===== src/rtl/uart_rx_pkg.sv =====
package uart_rx_pkg;

    typedef enum logic [2:0] {
        ST_IDLE,
        ST_START,
        ST_DATA,
        ST_PARITY,
        ST_STOP
    } rx_state_e;

    typedef struct packed {
        logic       perr;
        logic       ferr;
        logic [7:0] data;
    } rx_entry_t;

endpackage


===== src/rtl/urx_tick_gen.sv =====
module urx_tick_gen #(
    parameter int DIV_W = 12
) (
    input  logic             clk,
    input  logic             rst_n,
    input  logic [DIV_W-1:0] div_i,
    output logic             tick_o
);
    logic [DIV_W-1:0] cnt_q;

    always_ff @(posedge clk or negedge rst_n) begin
        if (!rst_n) begin
            cnt_q  <= '0;
            tick_o <= 1'b0;
        end else if (cnt_q == '0) begin
            cnt_q  <= div_i;
            tick_o <= 1'b1;
        end else begin
            cnt_q  <= cnt_q - 1'b1;
            tick_o <= 1'b0;
        end
    end
endmodule


===== src/rtl/urx_frame_fsm.sv =====
module urx_frame_fsm
    import uart_rx_pkg::*;
(
    input  logic       clk,
    input  logic       rst_n,
    input  logic       tick_i,
    input  logic       rx_i,
    input  logic [1:0] wlen_i,
    input  logic       par_en_i,
    input  logic       par_even_i,
    output logic       done_o,
    output rx_entry_t  entry_o
);
    localparam logic [3:0] MID_TICK  = 4'd7;
    localparam logic [3:0] LAST_TICK = 4'd15;

    rx_state_e  st_q, st_d;
    logic [3:0] tcnt_q;
    logic [2:0] bidx_q;
    logic [7:0] shreg_q;
    logic       pbit_q;
    logic       rx_prev_q;
    logic       fall;
    logic [2:0] last_bit;
    logic       at_last;

    assign fall     = rx_prev_q & ~rx_i;
    assign last_bit = {1'b0, wlen_i} + 3'd4;
    assign at_last  = tick_i && (tcnt_q == LAST_TICK);

    // state register
    always_ff @(posedge clk or negedge rst_n) begin
        if (!rst_n) st_q <= ST_IDLE;
        else        st_q <= st_d;
    end

    // transitions
    always_comb begin
        st_d = st_q;
        unique case (st_q)
            ST_IDLE:   if (fall) st_d = ST_START;
            ST_START:  if (tick_i && tcnt_q == MID_TICK)
                           st_d = rx_i ? ST_IDLE : ST_DATA;
            ST_DATA:   if (at_last && bidx_q == last_bit)
                           st_d = par_en_i ? ST_PARITY : ST_STOP;
            ST_PARITY: if (at_last) st_d = ST_STOP;
            ST_STOP:   if (at_last) st_d = ST_IDLE;
            default:   st_d = ST_IDLE;
        endcase
    end

    // datapath and outputs
    always_ff @(posedge clk or negedge rst_n) begin
        if (!rst_n) begin
            tcnt_q    <= '0;
            bidx_q    <= '0;
            shreg_q   <= '0;
            pbit_q    <= 1'b0;
            rx_prev_q <= 1'b1;
            done_o    <= 1'b0;
            entry_o   <= '0;
        end else begin
            rx_prev_q <= rx_i;
            done_o    <= 1'b0;
            unique case (st_q)
                ST_IDLE: begin
                    tcnt_q <= '0;
                    bidx_q <= '0;
                    if (fall) shreg_q <= '0;
                end
                ST_START: if (tick_i)
                    tcnt_q <= (tcnt_q == MID_TICK) ? 4'd0 : tcnt_q + 4'd1;
                ST_DATA: if (tick_i) begin
                    tcnt_q <= tcnt_q + 4'd1;
                    if (tcnt_q == LAST_TICK) begin
                        shreg_q[bidx_q] <= rx_i;
                        bidx_q          <= bidx_q + 3'd1;
                    end
                end
                ST_PARITY: if (tick_i) begin
                    tcnt_q <= tcnt_q + 4'd1;
                    if (tcnt_q == LAST_TICK) pbit_q <= rx_i;
                end
                ST_STOP: if (tick_i) begin
                    tcnt_q <= tcnt_q + 4'd1;
                    if (tcnt_q == LAST_TICK) begin
                        done_o       <= 1'b1;
                        entry_o.data <= shreg_q;
                        entry_o.ferr <= ~rx_i;
                        entry_o.perr <= par_en_i & ((^shreg_q) ^ pbit_q ^ ~par_even_i);
                    end
                end
                default: tcnt_q <= '0;
            endcase
        end
    end
endmodule


===== src/rtl/urx_store.sv =====
module urx_store
    import uart_rx_pkg::*;
#(
    parameter int DEPTH = 16,
    localparam int AW   = $clog2(DEPTH)
) (
    input  logic          clk,
    input  logic          rst_n,
    input  logic          fifo_en_i,
    input  logic          push_i,
    input  rx_entry_t     push_entry_i,
    input  logic          rd_i,
    output logic [10:0]   rd_data_o,
    output logic          avail_o,
    output logic [AW:0]   level_o,
    output logic          ovr_o
);
    localparam logic [AW:0] FULL_LVL = DEPTH[AW:0];

    rx_entry_t        mem [DEPTH];
    rx_entry_t        buf_q;
    logic             bvalid_q;
    logic [AW-1:0]    wp_q, rp_q;
    logic [AW:0]      count_q;
    logic             pop, push_ok, drop;

    always_comb begin
        pop     = fifo_en_i && rd_i && (count_q != '0);
        push_ok = fifo_en_i && push_i && ((count_q != FULL_LVL) || pop);
        drop    = fifo_en_i && push_i && !push_ok;
    end

    always_ff @(posedge clk) begin
        if (push_ok) mem[wp_q] <= push_entry_i;
    end

    always_ff @(posedge clk or negedge rst_n) begin
        if (!rst_n) begin
            wp_q      <= '0;
            rp_q      <= '0;
            count_q   <= '0;
            buf_q     <= '0;
            bvalid_q  <= 1'b0;
            ovr_o     <= 1'b0;
            rd_data_o <= '0;
        end else begin
            if (push_ok) wp_q <= wp_q + 1'b1;
            if (pop)     rp_q <= rp_q + 1'b1;
            unique case ({push_ok, pop})
                2'b10:   count_q <= count_q + 1'b1;
                2'b01:   count_q <= count_q - 1'b1;
                default: count_q <= count_q;
            endcase
            if (!fifo_en_i && push_i) begin
                buf_q    <= push_entry_i;
                bvalid_q <= 1'b1;
            end else if (!fifo_en_i && rd_i) begin
                bvalid_q <= 1'b0;
            end
            if (rd_i) begin
                if (!fifo_en_i) rd_data_o <= {ovr_o, buf_q};
                else if (pop)   rd_data_o <= {ovr_o, mem[rp_q]};
                else            rd_data_o <= {ovr_o, rd_data_o[9:0]};
            end
            if (drop)      ovr_o <= 1'b1;
            else if (rd_i) ovr_o <= 1'b0;
        end
    end

    assign avail_o = fifo_en_i ? (count_q != '0) : bvalid_q;
    assign level_o = count_q;
endmodule


===== src/rtl/uart_rx_err_fifo.sv =====
module uart_rx_err_fifo
    import uart_rx_pkg::*;
#(
    parameter int DEPTH = 16,
    parameter int DIV_W = 12
) (
    input  logic             clk,
    input  logic             rst_n,
    input  logic             rx_i,
    input  logic [DIV_W-1:0] div_i,
    input  logic [1:0]       wlen_i,
    input  logic             par_en_i,
    input  logic             par_even_i,
    input  logic             fifo_en_i,
    input  logic             rd_i,
    output logic [10:0]      rd_data_o,
    output logic             rx_avail_o
);
    localparam int AW = $clog2(DEPTH);

    logic [1:0]  sync_q;
    logic        tick;
    logic        frame_done;
    rx_entry_t   frame_entry;
    logic [AW:0] fifo_level;
    logic        ovr_flag;

    always_ff @(posedge clk or negedge rst_n) begin
        if (!rst_n) sync_q <= 2'b11;
        else        sync_q <= {sync_q[0], rx_i};
    end

    urx_tick_gen #(.DIV_W(DIV_W)) u_tick (
        .clk    (clk),
        .rst_n  (rst_n),
        .div_i  (div_i),
        .tick_o (tick)
    );

    urx_frame_fsm u_fsm (
        .clk        (clk),
        .rst_n      (rst_n),
        .tick_i     (tick),
        .rx_i       (sync_q[1]),
        .wlen_i     (wlen_i),
        .par_en_i   (par_en_i),
        .par_even_i (par_even_i),
        .done_o     (frame_done),
        .entry_o    (frame_entry)
    );

    urx_store #(.DEPTH(DEPTH)) u_store (
        .clk          (clk),
        .rst_n        (rst_n),
        .fifo_en_i    (fifo_en_i),
        .push_i       (frame_done),
        .push_entry_i (frame_entry),
        .rd_i         (rd_i),
        .rd_data_o    (rd_data_o),
        .avail_o      (rx_avail_o),
        .level_o      (fifo_level),
        .ovr_o        (ovr_flag)
    );
endmodule


===== config.mk =====
export PLATFORM = sky130hd
export DESIGN_NAME = uart_rx_err_fifo
export DESIGN_NICKNAME = d
export VERILOG_FILES = /design/src/rtl/uart_rx_pkg.sv /design/src/rtl/urx_tick_gen.sv /design/src/rtl/urx_frame_fsm.sv /design/src/rtl/urx_store.sv /design/src/rtl/uart_rx_err_fifo.sv
export SDC_FILE = /design/constraint.sdc
export NUM_CORES = 1
export LEC_CHECK = 0
export BUFFER_PORTS_ARGS = -buffer_cell sky130_fd_sc_hd__buf_2
export CORE_MARGIN = 2
export CORE_UTILIZATION = 45
export CTS_BUF_LIST = sky130_fd_sc_hd__clkbuf_4
export DETAILED_ROUTE_END_ITERATION = 10
export PLACE_DENSITY = 0.66
export SYNTH_ARGS = -nofsm -noshare
export SYNTH_HDL_FRONTEND = slang
export SYNTH_SLANG_ARGS = --single-unit

===== constraint.sdc =====
create_clock -name clk -period 2.7 [get_ports clk]
set_input_delay 0.27 -clock clk [delete_from_list [all_inputs] [get_ports clk]]
set_output_delay 0.27 -clock clk [all_outputs]
set_load 0.02 [all_outputs]

### After elaboration in Yosys (flattened, before gate mapping)

Memories as Yosys holds them, arrays and structs flattened.
Cells that the tools add are included.

| storage, ports and cells | value |
|---|---|
| register bits | 82 |
| bits in writable memories | 160 |
| bits of input ports | 21 |
| output and inout bits | 12 |
| word-level logic and storage cells | 127 |
| memories | 1 |

| cells by class | value |
|---|---|
| add/sub/neg operators | 8 |
| magnitude comparators | 2 |
| eq/ne operators | 20 |
| mux-type cells | 37 |
| bitwise logic cells | 6 |
| reductions and logical operators | 30 |

Memories:

| name | words | bits a word | rd ports | clocked after memory_dff | wr ports | line | text |
|---|---|---|---|---|---|---|---|
| u_store.mem | 16 | 10 | 1 | 0 | 1 | urx_store.sv:20 | `rx_entry_t mem [DEPTH];` |

Operator list:

| cell | count |
|---|---|
| 3-bit 2-to-1 mux | 8 |
| 8-bit 2-to-1 mux | 3 |
| 10-bit 2-to-1 mux | 2 |
| 2-bit by 1-bit != test with 1-bit output, second input constant | 8 |
| 8-bit case mux with 2 select lines | 1 |
| 3-bit case mux with 5 select lines | 1 |
| 4-bit by 1-bit adder with 4-bit output, second input constant | 3 |
| 12-bit logical NOT | 1 |
| 1-bit 2-to-1 mux | 12 |
| 12-bit 2-to-1 mux | 1 |
| 4-bit 2-to-1 mux | 3 |
| 12-bit by 1-bit subtractor with 12-bit output, second input constant | 1 |
| 1-bit logical AND | 11 |
| 5-bit case mux with 2 select lines | 1 |
| 3-bit AND reduction | 3 |
| 8-bit bitwise mux | 1 |
| 4-bit case mux with 2 select lines | 1 |
| 2-bit nonzero test | 4 |
| 8-bit parity | 1 |
| 3-bit by 2-bit equality test with 1-bit output, second input constant | 2 |
| 3-bit case mux with 2 select lines | 1 |
| 5-bit by 1-bit adder with 5-bit output, second input constant | 1 |
| 5-bit != test, second input constant | 1 |
| 5-bit AND reduction | 1 |
| 25 further kinds | 31 |

### Longest topological paths before layout

Gate-level depths: netlist of the first run.

| depth | value |
|---|---|
| word-level depth | 8 |
| depth in mapped cells | 9 |
| depth with buffers taken out | 9 |

### Cells and area by module

Synthesis of the first run repeated with hierarchy kept, for this count alone.

| unflattened totals | value |
|---|---|
| cell total of the unflattened synthesis | 640 |
| area, all modules | 10303.6 um^2 |

Modules (own cells, without submodules):

| module | instances | cells an instance | area an instance (um^2) | sequential area each (um^2) |
|---|---|---|---|---|
| urx_store | 1 | 412 | 7861.3 | 5705.5 |
| urx_frame_fsm | 1 | 153 | 1682.9 | 777.0 |
| urx_tick_gen | 1 | 73 | 706.9 | 325.3 |
| uart_rx_err_fifo | 1 | 2 | 52.6 | 52.6 |

### Least setup slack after synthesis of the first run

No wires, ideal clock.

| timing path | value |
|---|---|
| kind | reg2reg |
| start point | reg u_store.count_q[0] (netlist: u_store.level_o[0]) |
| end point | reg u_store.count_q[4] (netlist: u_store.level_o[4]) |
| library setup time | 0.122 ns |
| arrival time | 2.410 ns |
| data required time | 2.578 ns |
| path slack | 0.168 ns |
| cell stages (with the launch flop) | 10 |
| buffers on the path | 0 |
| period minus slack after synthesis | 2.532 ns |
| cell sequence | dfrtp_1 or4_4 o211ai_2 nor2_2 fa_1 a21o_1 a21oi_1 a21oi_1 a22o_1 xnor2_1 |

| between the ends | value |
|---|---|
| word-level cells in the longest chain between the ends | 6 |
| elaborated cells on any way between the ends | 11 |
| classes of those cells | add/sub: 2; eq/ne: 3; mux: 1; reduce/logical: 5 |

Ends and longest elaborated chain:

| what | line | text |
|---|---|---|
| from (decl) | urx_store.sv:24 | `logic [AW:0] count_q;` |
| from (signal assigned) | urx_store.sv:50 | `2'b10: count_q <= count_q + 1'b1;` |
| from (signal assigned) | urx_store.sv:51 | `2'b01: count_q <= count_q - 1'b1;` |
| from (signal assigned) | urx_store.sv:52 | `default: count_q <= count_q;` |
| 5-bit nonzero test | urx_store.sv:28 | `pop = fifo_en_i && rd_i && (count_q != '0);` |
| 1-bit logical AND | urx_store.sv:28 |  |
| 1-bit logical OR | urx_store.sv:29 | `push_ok = fifo_en_i && push_i && ((count_q != FULL_LVL) \|\| pop);` |
| 1-bit logical AND | urx_store.sv:29 |  |
| 2-bit by 1-bit equality test with 1-bit output or 2-bit equality test (tied branches) | urx_store.sv:49 | `unique case ({push_ok, pop})` |
| 5-bit case mux with 2 select lines or 2-bit nonzero test (tied branches) | n/a |  |

Parallel ways exist; a longest one is shown, timed or not.
A chain may end at the register's enable or synchronous reset.

### Final worst setup path of the first run

| timing path | value |
|---|---|
| start point | reg u_store.count_q[1] (netlist: u_store.level_o[1]) |
| end point | reg u_store.count_q[4] (netlist: u_store.level_o[4]) |

Same word-level chain as after synthesis.

==> results of run 1 <==
[per-layer routing]
layer  vias up  track usage [%]  part of all wire, %
li1       2700                -                    -
met1      3014             25.6                   44
met2       164             28.9                   49
met3        27             4.14                  4.8
met4         0             5.72                  1.6
met5         -                0                    0
[power groups by stage]
stage | logic [mW] | clock network [mW] | registers, mW
3_5_place_dp | 1.28 | 0 | 4.22
5_1_grt | 1.46 | 3.35 | 4.15
2_1_floorplan | 0.944 | 0 | 4.20
6_report | 1.34 | 3.06 | 4.14
4_1_cts | 1.30 | 3.15 | 4.14
3_3_place_gp | 1.24 | 0 | 4.20
[synthesized netlist by cell type (5+ instances only)]
| cell type | count |
|---|---|
| mux2_2 | 23 |
| mux4_2 | 40 |
| and2_1 | 10 |
| a31oi_1 | 8 |
| nand3_1 | 9 |
| nand2_1 | 26 |
| inv_1 | 21 |
| ha_1 | 12 |
| xnor2_1 | 25 |
| nor2_1 | 32 |
| o21ai_0 | 27 |
| o31ai_1 | 7 |
| buf_2 | 6 |
| o41ai_1 | 5 |
| dfrtp_1 | 79 |
| xor2_1 | 6 |
| a21oi_1 | 43 |
| nor3_1 | 9 |
| a22oi_1 | 20 |
| edfxtp_1 | 160 |
| clkbuf_1 | 15 |
[worst paths after layout]
kind,to,slack (ns),from
worst min-delay path,u_fsm.tcnt_q[2],0.13,rst_n
max in group asynchronous,u_fsm.shreg_q[1],1.80,rst_n
worst max-delay path,u_store.level_o[4],0.13,u_store.level_o[1]
min in group clk,u_fsm.st_q[2],0.24,wlen_i[0]
worst max register to register,u_store.level_o[4],0.13,u_store.level_o[1]
worst min register to register,sync_q[1],0.37,sync_q[0]
[sequential cells by signal, summed over array words and instances, names as in the netlist]
name,cells
u_store.level_o,5
u_tick.tick_o,1
u_store.bvalid_q,1
u_fsm.st_q,3
u_fsm.rx_prev_q,1
u_store.buf_q,10
u_store.wp_q,4
u_tick.cnt_q,12
u_fsm.pbit_q,1
sync_q,2
u_fsm.tcnt_q,4
u_store.mem,160
u_fsm.done_o,1
u_fsm.shreg_q,8
u_store.ovr_o,1
u_fsm.entry_o,10
u_store.rd_data_o,11
u_fsm.bidx_q,3
u_store.rp_q,4
[layout make-up]
type	instances	area, um^2
fill	1812	10300
sequential	242	6860
multi-input combinational	348	3020
clock buffer	92	691
timing repair buffer	69	508
tap	280	350
clock inverter	16	93.8
inverter	21	78.8
antenna	1	2.50
[what timing repair did]
| item | in CTS | in global routing |
|---|---|---|
| setup buffers | 0 | 3 |
| hold endpoints to repair | 68 | 0 |
| setup endpoints to repair | 0 | 1 |
| hold buffers | 17 | 0 |
| resized for setup | 0 | 5 |
[per-stage QoR]
step	total power [mW]	utilization (%)	setup WS, ns	std cells
2_1_floorplan	5.15	-	0.168	639
3_3_place_gp	5.44	48.5	0.161	940
3_5_place_dp	5.49	48.5	0.0780	940
4_1_cts	8.59	52.8	0.0647	1065
5_1_grt	8.95	53.0	0.0258	1069
6_report	8.53	53.0	0.128	1069
[kinds of logic (layout without fill, tap and decap cells)]
family	count (synthesis)	count (layout)	synth area share [%]
AO/OA/AOI/OAI	127	127	7.97
XOR/XNOR	31	31	2.70
adder cells (fa/ha/maj)	13	13	1.69
buffers and inverters	49	198	2.12
flip-flops	242	242	68.1
multiplexers	67	67	12.1
other	0	1	0
AND/OR/NAND/NOR	110	110	5.32
==> results_dict.tcl, run 1 <==
set metrics [dict create \
    period_minus_slack_ns 2.57 \
    syn_area_per_cell_um2 15.8 \
    synth.area.top_cells "edfxtp_1, dfrtp_1, mux4_2" \
    grt_pass1_wl_um 33500 \
    slew_violations 0 \
    pin_count 33 \
    root_buffer "clkbuf_4" \
    critPathTopFamily "compound AO/OA/AOI/OAI gates" \
    grt_pass1_vias 6171 \
    grt_setup_unrepaired "no" \
    fmax_mhz 389 \
    worst_slew_pin_slew_ns 0.986 \
    ir_drop_mv 0.407 \
    fin_nets 775 \
    syn_nets 673 \
    cp.required_ns 3.27 \
    yosysSeqAreaShare_pct 68.1 \
    drc 0 \
    drtPass1Iterations 5 \
    netlist.top_cell.by_area "edfxtp_1" \
    synthFlopType "edfxtp_1" \
    synthArstFlopShare_pct 33.9 \
    switching_power_mw 2.27 \
    setup.worst_path.start_class "register" \
    clkLatencyLatePin_ns 0.70 \
    worstPathArrival_ns 3.14 \
    ys_ff_latch 242 \
    grt_start_max_net_pins 49 \
    status "complete, no violations" \
    htree_levels 2 \
    core_um2 21900 \
    cts_tree "built" \
    wl_um 21100 \
    clkPwrFrac_pct 35.8 \
    layout_commonest_cell "edfxtp_1" \
    cts_made_buffers 59 \
    worstPathCellList "or4_4 > o211ai_4 > nor2_2 > fa_2 > a21o_1 > a21oi_2 > a21oi_1 > a22o_1 > xnor2_2" \
    gr-total-overflow 0 \
    synth_cells 639 \
    p_sw_share_pct 26.6 \
    drtAntennaViolNets 0 \
    cap_violations 0 \
    io_buffers 32 \
    grtUsageTotal_pct 18.3 \
    layout-area-overhead-vs-synth_pct 15.3 \
    fin_worst_hold_slack_ns 0.134 \
    yosysWarnings 0 \
    slew_headroom_pct 34.1 \
    fin_setup_tns_ns 0 \
    die_x_um 154 \
    combPwrFrac_pct 15.7 \
    crit_fanout 5 \
    die_area_um2 23600 \
    vias 5905 \
    internal_power_mw 6.26 \
    synth_edf_count 160 \
    vias_per_cell 5.52 \
    final_cell_mix "edfxtp_1, clkbuf_4, dfrtp_1" \
    sequentialPowerShare_pct 48.5 \
    dp_hpwl_um 13200 \
    hp-class "input port to async pin" \
    place_area_um2 10600 \
    critPathBufInv 0 \
    antenna_found_initial 1 \
    syn_area_um2 10100 \
    cp_slowest_cell "or4_4" \
    crit_path_end_kind "register" \
    fin_area_um2 11600 \
    gp_congestion 0.807 \
    setup_viol 0 \
    yosys.area.top_type_share_pct 47.7 \
    hold_viol 0 \
    finalCritPeriodShare_pct 95.3 \
    critPathKind "register to register" \
    start_util_pct 46.0 \
    finClkSkew_ns 0.0695 \
    drive_gt1_share_pct 29.7 \
    cts_buffer_depth 3 \
    die_y_um 154 \
    critical_path_depth 9 \
    clkSinkCount 242 \
    r2r_cells 9 \
    post_drt_wl_per_cell_um 19.7 \
    clk_pin_slew_worst_paths_ns 0.07 \
    yosys.cell_types.count 52 \
    p_leak_nw 4.67 \
    p_per_area_nw_per_um2 735 \
    drtIter0Drc 432 \
    row_count 54 \
    max_stage_delay_ns 0.57 \
]
No activity file was read; power rests on OpenSTA's default activity.
==> run 2: changes to the inputs <==
==> constraint.sdc (replaced) <==
create_clock -name clk -period 2.7 [get_ports clk]
set_input_delay 0.405 -clock clk [delete_from_list [all_inputs] [get_ports clk]]
set_output_delay 0.405 -clock clk [all_outputs]
set_load 0.02 [all_outputs]
==> run 2 against run 1 <==
Compared with the run above:
- wire length down 0.81%
- flip-flop and latch count stayed put
- sequential power hardly changed
- via count fell by 0.76%
- setup slack worse by 0.039 ns
- total power up 2.3%
- register-to-register slack worse by 0.04 ns
- non-clock buffer count down 5
- die area unchanged
- hold slack got worse by 0.047 ns
- critical path type unchanged
- largest power group unchanged
==> results_dict.tcl, run 2 (same netlist as run 1, synthesis figures left out) <==
set metrics [dict create \
    regMostFlops "u_store.mem" \
    critical_path_depth 9 \
    clkSinkCount 242 \
    p_per_area_nw_per_um2 750 \
    critPathCapture "u_store.level_o[4]" \
    antenna_found_initial 1 \
    drive_gt1_share_pct 30.3 \
    cp_slowest_cell "or4_4" \
    finalCritPeriodShare_pct 96.7 \
    fin_nets 771 \
    critPathKind "register to register" \
    ir_drop_mv 0.490 \
    vias_per_cell 5.47 \
    fillers 1806 \
    drtIter0Drc 449 \
    row_count 54 \
    r2r_cells 9 \
    crit_fanout 5 \
    vias 5860 \
    reg2reg_from "u_store.level_o[1]" \
    worstPathCellList "or4_4 > o211ai_2 > nor2_2 > fa_1 > a21o_1 > a21oi_2 > a21oi_1 > a22o_1 > xnor2_1" \
    gr-total-overflow 0 \
    cp.required_ns 3.26 \
    core_um2 21900 \
    drc 0 \
    setup.worst_path.start_class "register" \
    post-cts-setup-buffers 0 \
    layout-area-overhead-vs-synth_pct 15.6 \
    drtAntennaViolNets 0 \
    hold_viol 0 \
    fin_setup_tns_ns 0 \
    die_x_um 154 \
    ff2ff_setup_slack_ns 0.09 \
    pin_count 33 \
    clkLatencyLatePin_ns 0.70 \
    crit_start "u_store.level_o[1]" \
    critPathTopFamily "compound AO/OA/AOI/OAI gates" \
    period_minus_slack_ns 2.61 \
    setup_viol 0 \
    grt_pass1_wl_um 33500 \
    wl_um 20900 \
    grt_setup_unrepaired "no" \
    finClkSkew_ns 0.0833 \
    root_buffer "clkbuf_4" \
    gp_congestion 0.879 \
    crit_path_end_kind "register" \
    cts_tree "built" \
    layout_commonest_cell "edfxtp_1" \
    die_area_um2 23600 \
    seqCellArea_um2 6860 \
    dp_hpwl_um 12900 \
    fmax_mhz 383 \
    slew_violations 0 \
    p_leak_nw 4.69 \
    cts_buffer_depth 3 \
    cts_made_buffers 60 \
    drtPass1Iterations 5 \
    fin_worst_hold_slack_ns 0.0874 \
    worstPathArrival_ns 3.17 \
    grtUsageTotal_pct 18.3 \
    htree_levels 2 \
    post_drt_wl_per_cell_um 19.5 \
    cap_violations 0 \
    clk_pin_slew_worst_paths_ns 0.08 \
    die_y_um 154 \
    multi_input_area_um2 3000 \
    start_util_pct 46.0 \
    final_cell_mix "edfxtp_1, clkbuf_4, dfrtp_1" \
    status "complete, no violations" \
    worst_slew_pin_slew_ns 1.06 \
    top_regs "u_store.mem (160), u_tick.cnt_q (12), u_store.rd_data_o (11)" \
    slew_headroom_pct 29.2 \
    grt_pass1_vias 6060 \
    io_buffers 32 \
    largest_register_ff_count 160 \
    max_stage_delay_ns 0.55 \
    grt_start_max_net_pins 83 \
    r2r_end "u_store.level_o[4]" \
    critPathBufInv 0 \
    hp-class "input port to register" \
]
-- run 2: per-stage QoR --
step | std cells | area, um^2 | total power [mW] | setup WS [ns] | util [%]
after floorplan | 639 | 10100 | 5.15 | 0.168 | -
after detailed placement | 940 | 10600 | 5.48 | 0.109 | 48.5
after global routing | 1071 | 11600 | 9.16 | 0.00207 | 53.2
after global placement | 940 | 10600 | 5.45 | 0.160 | 48.5
after CTS | 1069 | 11600 | 8.86 | 0.0844 | 53.1
final | 1071 | 11600 | 8.73 | 0.0887 | 53.2
-- run 2: per-layer routing --
metal	vias to the layer above	wire [um]	global-route usage [%]
li1	2704	-	-
met1	2942	9350	25.1
met2	180	10200	29.4
met3	34	991	3.44
met4	0	397	6.55
met5	-	0	0
-- run 2: area by class of cell --
class	instances	share of cell area, %
clock inverters	11	0.860
clock buffers	103	6.64
repair buffers	64	4.00
multi-input cells	348	25.8
well taps	280	3.01
flip-flops and latches	242	59.0
diodes	2	0.0430
inverters	21	0.677
-- run 2: power breakdown --
group          switching, mW  internal, mW
combinational          0.717         0.558
sequential             0.111          4.02
clock                   1.42          1.90
-- run 2: how the worst min path moves through the flow --
stage | start | to | slack (ns) | depth (start not counted)
after floorplan | rst_n | u_fsm.bidx_q[0] | 0.11 | 0
after global placement | sync_q[0] | sync_q[1] | 0.35 | 0
after detailed placement | sync_q[0] | sync_q[1] | 0.35 | 0
after CTS | div_i[11] | u_tick.cnt_q[11] | 0.003 | 3
after global routing | div_i[11] | u_tick.cnt_q[11] | 0.08 | 3
final | div_i[11] | u_tick.cnt_q[11] | 0.09 | 3
-- run 2: worst register-to-register path, delay by kind of cell, from the launching register on --
kind | cells | cell delay [ns]
adders and majority gates | 1 | 0.40
DFF | 1 | 0.45
AOI/OAI and AO/OA | 5 | 0.87
and+or+nand+nor | 2 | 0.65
xor gates and xnor gates | 1 | 0.12
-- run 2: repair_timing --
| item | in CTS | in global routing |
|---|---|---|
| resized for setup | 0 | 2 |
| endpoints found under the hold margin | 95 | 0 |
| hold buffers | 15 | 0 |
| endpoints found under the setup margin | 0 | 1 |
